`src/rtl/fpcmp_pkg.sv`:
```
package fpcmp_pkg;
  localparam int OPW  = 64;
  localparam int CCW  = 4;
  localparam int H_EW = 5;
  localparam int H_FW = 10;
  localparam int S_EW = 8;
  localparam int S_FW = 23;
  localparam int D_EW = 11;
  localparam int D_FW = 52;

  typedef enum logic [1:0] {
    FMT_RSVD = 2'b00,
    FMT_HALF = 2'b01,
    FMT_SNGL = 2'b10,
    FMT_DBL  = 2'b11
  } fmt_e;

  localparam logic [CCW-1:0] CC_EQ = 4'b0110;
  localparam logic [CCW-1:0] CC_LT = 4'b1000;
  localparam logic [CCW-1:0] CC_GT = 4'b0010;
  localparam logic [CCW-1:0] CC_UN = 4'b0011;

  typedef struct packed {
    logic           sign;
    logic [OPW-2:0] mag;
    logic           is_nan;
    logic           is_snan;
    logic           is_zero;
  } fp_fields_t;

  // Split a raw pattern into sign, magnitude and class for given field widths
  function automatic fp_fields_t split_w(logic [OPW-1:0] raw, int unsigned ew, int unsigned fw);
    fp_fields_t     f;
    logic [OPW-1:0] ones;
    logic [OPW-1:0] frac;
    logic [OPW-1:0] expf;
    logic [OPW-1:0] absv;
    ones      = '1;
    frac      = raw & ~(ones << fw);
    expf      = (raw >> fw) & ~(ones << ew);
    absv      = raw & ~(ones << (ew + fw));
    f.sign    = raw[ew+fw];
    f.mag     = absv[OPW-2:0];
    f.is_nan  = (expf == ~(ones << ew)) && (frac != '0);
    f.is_snan = f.is_nan && !raw[fw-1];
    f.is_zero = (absv == '0);
    return f;
  endfunction

  // Sign-magnitude ordering of two unpacked operands
  function automatic logic [CCW-1:0] order_cc(fp_fields_t a, fp_fields_t b);
    logic mag_lt;
    mag_lt = (a.mag < b.mag);
    if (a.is_nan || b.is_nan)                        return CC_UN;
    else if (a.is_zero && b.is_zero)                 return CC_EQ;
    else if ((a.sign == b.sign) && (a.mag == b.mag)) return CC_EQ;
    else if (a.sign != b.sign)                       return a.sign ? CC_LT : CC_GT;
    else if (!a.sign)                                return mag_lt ? CC_LT : CC_GT;
    else                                             return mag_lt ? CC_GT : CC_LT;
  endfunction

  function automatic logic invalid_op(fp_fields_t a, fp_fields_t b, logic qnan_en);
    return a.is_snan || b.is_snan || (qnan_en && (a.is_nan || b.is_nan));
  endfunction
endpackage

```
`src/rtl/fpcmp_unpack.sv`:
```
module fpcmp_unpack
  import fpcmp_pkg::*;
(
  input  fmt_e             fmt,
  input  logic [OPW-1:0]   raw,
  output fp_fields_t       fld
);
  always_comb begin
    case (fmt)
      FMT_HALF: fld = split_w(raw, H_EW, H_FW);
      FMT_SNGL: fld = split_w(raw, S_EW, S_FW);
      default:  fld = split_w(raw, D_EW, D_FW);
    endcase
  end
endmodule

```
`src/rtl/fpcmp_order.sv`:
```
module fpcmp_order
  import fpcmp_pkg::*;
(
  input  fp_fields_t     a,
  input  fp_fields_t     b,
  input  logic           qnan_en,
  output logic [CCW-1:0] cc,
  output logic           inv
);
  always_comb begin
    cc  = order_cc(a, b);
    inv = invalid_op(a, b, qnan_en);
  end
endmodule

```
`src/rtl/fp_cmp_flags.sv`:
```
module fp_cmp_flags
  import fpcmp_pkg::*;
#(
  parameter  int STW      = 32,
  localparam int FLAG_LSB = STW - CCW
) (
  input  logic            clk,
  input  logic            rst_n,
  input  logic            cmp_valid,
  input  logic [1:0]      fmt_sel,
  input  logic [OPW-1:0]  opa,
  input  logic [OPW-1:0]  opb,
  input  logic            zero_mode,
  input  logic            qnan_exc_en,
  input  logic [STW-1:0]  stat_in,
  output logic [STW-1:0]  stat_out,
  output logic            invalid_out,
  output logic            done_out
);
  logic [OPW-1:0] opnd [2];
  fp_fields_t     fld  [2];
  logic [CCW-1:0] cc_w;
  logic           inv_w;
  logic           accept_w;
  logic           nan_any_w;
  logic           snan_any_w;

  assign opnd[0] = opa;
  assign opnd[1] = zero_mode ? '0 : opb;

  for (genvar k = 0; k < 2; k++) begin : g_unp
    fpcmp_unpack u_unp (
      .fmt (fmt_e'(fmt_sel)),
      .raw (opnd[k]),
      .fld (fld[k])
    );
  end

  fpcmp_order u_ord (
    .a       (fld[0]),
    .b       (fld[1]),
    .qnan_en (qnan_exc_en),
    .cc      (cc_w),
    .inv     (inv_w)
  );

  assign accept_w   = cmp_valid && (fmt_sel != FMT_RSVD);
  assign nan_any_w  = fld[0].is_nan  || fld[1].is_nan;
  assign snan_any_w = fld[0].is_snan || fld[1].is_snan;

  always_ff @(posedge clk or negedge rst_n) begin
    if (!rst_n) begin
      stat_out    <= '0;
      invalid_out <= 1'b0;
      done_out    <= 1'b0;
    end else begin
      done_out <= accept_w;
      if (accept_w) begin
        stat_out    <= {cc_w, stat_in[FLAG_LSB-1:0]};
        invalid_out <= inv_w;
      end
    end
  end
endmodule

```
`config.mk`:
```
export PLATFORM = sky130hd
export DESIGN_NAME = fp_cmp_flags
export DESIGN_NICKNAME = d
export VERILOG_FILES = /design/src/rtl/fpcmp_pkg.sv /design/src/rtl/fpcmp_unpack.sv /design/src/rtl/fpcmp_order.sv /design/src/rtl/fp_cmp_flags.sv
export SDC_FILE = /design/constraint.sdc
export NUM_CORES = 1
export LEC_CHECK = 0
export BUFFER_PORTS_ARGS = -buffer_cell sky130_fd_sc_hd__buf_2
export CAP_MARGIN = 20
export CORE_ASPECT_RATIO = 0.6
export CORE_UTILIZATION = 43
export DETAILED_ROUTE_END_ITERATION = 8
export GPL_ROUTABILITY_DRIVEN = 0
export PLACE_DENSITY = 0.79
export SKIP_LAST_GASP = 1
export SYNTH_ARGS = -nofsm -noshare
export SYNTH_HDL_FRONTEND = slang
export SYNTH_SLANG_ARGS = --single-unit
```
`constraint.sdc`:
```
create_clock -name clk -period 1.1 [get_ports clk]
set_clock_uncertainty 0.15 [all_clocks]
set_input_delay 0.165 -clock clk [delete_from_list [all_inputs] [get_ports clk]]
set_output_delay 0.165 -clock clk [all_outputs]
set_load 0.02 [all_outputs]
```
==> out/results.tsv <==
stage	metric	value	unit
die	dieHeight	76.3	um
timing	slew_headroom	0.610	
cts	cts_buffers	5	
die	die_w	126	um
place	dp_slack	-2170	ps
die	ios	201	
synth	synth_mux_area_frac	0.00253	
synth	ys_seq_elements	34	
timing	fin_crit	2990	ps
detailed_routing	viasPerCell	6.32	
cts	clockBufferDepth	2	
power	powerDensity	927	mW/mm^2
critical_path	critical_path_arrival	3060	ps
timing	setup_viol	67	
finish	antenna_cells	0	
detailed_routing	ant_nets	0	
place	io_buffer_count	196	
finish	stdcell_area	0.00758	mm^2
finish	final_common_cell	buf_2	
power	power.net_switching	0.00267	W
power	sw_frac_of_total	0.380	
finish	fillCellCount	416	
critical_path	worstPathRequired	1170	ps
synth	synth_xor_area_frac	0.00221	
detailed_routing	drt_wl_total	22400	um
place	hpwl	12300	um
synth	synth_compound_area_frac	0.110	
synth	synth_top_cell_by_area	dfrtp_1	
synth	synthDistinctLibCells	47	
timing	fmax	334	MHz
global_routing	grt_pass1_vias	6064	
power	pwr-share-comb	0.541	
power	p_leak	3.68	nW
global_routing	grt-ovfl-total	0	
detailed_routing	wl_per_cell	22.0	um
timing	final.setup.tns	-11070	ps
synth	synth_adder_area_share	0.209	
finish	layout-drive-gt1-share	0.470	
detailed_routing	drtIter0Drc	805	
detailed_routing	num_vias	6441	
place	place_area	0.00605	mm^2
detailed_routing	dr.pass1.iters	9	
synth	yosys.area_share.simple	0.438	
synth	synthFlopType	dfrtp_1	
global_routing	track_usage	0.393	
die	initial_core_util	0.454	
power	power.internal	0.00436	W
cts	ctsHtreeMaxLevel	2	
timing	fin_hold_ws	22.6	ps
global_routing	antenna_found_initial	0	
status	violations	negative setup slack	
critical_path	critPathLaunchType	primary input	
die	rows	26	
synth	syn_area	0.00396	mm^2
finish	nets	1139	
critical_path	worstSetupEndpointType	flop	
synth	synth_area_per_cell	7.26	um^2
synth	postSynthNetCount	778	
finish	area_delta_synth_final	91.6	%
power	seqPwrFrac	0.218	
synth	synthCells	545	
timing	rsz0062_at_grt	yes	
die	dieArea	0.00961	mm^2
global_routing	grt_max_degree	35	
cts	path_clk_slew	60	ps
synth	ys_async_sr_fraction	1.00	
finish	register_area	851	um^2
synth	ys_warn_count	0	
synth	yosysSeqAreaShare	0.215	
critical_path	worstSetupPathType	primary input to flop	
job	max_cap_violations	0	
global_routing	grt_pass1_wl	29900	um
timing	worst_slack	-1890	ps
synth	synth_edf_count	0	
cts	cts_root_buf	clkbuf_16	
finish	final_cell_mix	buf_2 (161), nand2_1 (136), buf_4 (126), ha_1 (47), buf_6 (44)	
critical_path	regToRegSetupSlack	-340	ps
power	finalPower	0.00703	W
detailed_routing	drc	0	
synth	synth_top_family_by_area	simple AND/OR/NAND/NOR gates	
timing	tightest_slew	580	ps
cts	cts_tree	done	
timing	finalHoldViolCount	0	
power	peakVddDrop	0.832	mV
synth	ys_top_cells_by_area	dfrtp_1 (21%), ha_1 (21%), nand2_1 (15%)	
cts	clkSinkCount	34	
hold_path	holdCritPathClass	primary input to flop	
timing	drv_slew	0	
critical_path	crit_fanout	6	
finish	multi_input_area	0.00355	mm^2
timing	fin_crit_sh	2.72	
status	status	finished, violations left	
die	core	0.00872	mm^2
synth	synth_top_area_frac	0.215	
power	pwr-share-clk	0.240	
cts	clk_latency	290	ps
[timing repair]
item / CTS / global route
setup endpoints to repair: 67 / 67
hold endpoints to repair: 62 / 0
cloned: 5 / 2
setup buffers: 15 / 13
resized for setup: 129 / 37
hold buffers: 29 / 0
pin swaps: 30 / 12
[synthesized netlist by cell type (2+ instances only)]
master    count
a211oi_1      3
a21o_1        3
a21oi_1      31
a41oi_1       2
and2_1       18
clkbuf_1     19
dfrtp_1      34
ha_1         66
inv_1         5
nand2_1     159
nand2b_1     19
nand3_1      17
nand4_1      25
nand4b_1      2
nor2_1       21
nor2b_1      33
nor3_1       12
nor4_1       29
nor4_2        3
o21a_1        2
o21ai_0       9
o21ai_1       2
o22ai_1       2
o31ai_1       4
or4_1         3
[per-stage QoR]
step	instances	utilization
after floorplan	545	-
after global placement	949	0.694
after detailed placement	949	0.694
after CTS	1005	0.830
after global routing	1019	0.870
final	1019	0.870
[routing by layer]
layer / global-route usage / wire (um) / up-vias / share of wire
met5: 0 / 0 / - / 0
met4: 0.169 / 1690 / 0 / 0.076
met3: 0.0836 / 2800 / 199 / 0.12
met2: 0.677 / 9970 / 611 / 0.44
met1: 0.476 / 7960 / 2943 / 0.35
li1: - / - / 2688 / -
[area by class of cell]
cell class / instances / share of cell area
Multi-Input combinational cell: 486 / 0.468
Sequential cell: 34 / 0.112
Clock inverter: 1 / 0.00396
Timing Repair Buffer: 373 / 0.374
Tap cell: 112 / 0.0185
Clock buffer: 7 / 0.0175
Inverter: 6 / 0.00511
[cell families (layout without fill, tap and decap cells)]
kind of cell,Yosys count,count (layout)
simple gates,348,348
compound gates,70,70
fa+ha+maj,66,66
flops,34,34
buf+inv,25,387
xor+xnor,1,1
mux,1,1
[sequential cells by signal, summed over array words and instances (netlist names)]
| name | cells |
|---|---|
| done_out | 1 |
| invalid_out | 1 |
| stat_out | 32 |
[final timing paths]
path	end	from	cells past startpoint
setup / recovery	stat_out[31]	fmt_sel[0]	16
hold / removal	invalid_out	qnan_exc_en	3
setup reg to reg	stat_out[31]	stat_out[31]	4
hold reg to reg	stat_out[7]	stat_out[7]	2
max in group asynchronous	stat_out[24]	rst_n	3
min in group asynchronous	stat_out[7]	rst_n	3
[critical path: stages]
cell and delay, ps:
buf_8 100, clkinvlp_4 80, buf_6 100, ha_4 130
nand2b_4 140, nor2b_4 240, buf_6 170, nand2_2 100
ha_4 280, nand4_1 170, or4_4 610, a21oi_4 140
o2111ai_2 140, buf_4 160, nand3_1 110, o221a_1 210
[power groups by stage]
| stage | sequential [W] | combinational (W) | clock [W] |
|---|---|---|---|
| floorplan | 0.00169 | 0.00118 | 0 |
| global placement | 0.00149 | 0.00252 | 0 |
| detailed placement | 0.00150 | 0.00262 | 0 |
| CTS | 0.00151 | 0.00325 | 0.00160 |
| global route | 0.00155 | 0.00400 | 0.00176 |
| finish | 0.00154 | 0.00381 | 0.00169 |
No activity file was read; power rests on OpenSTA's default activity.
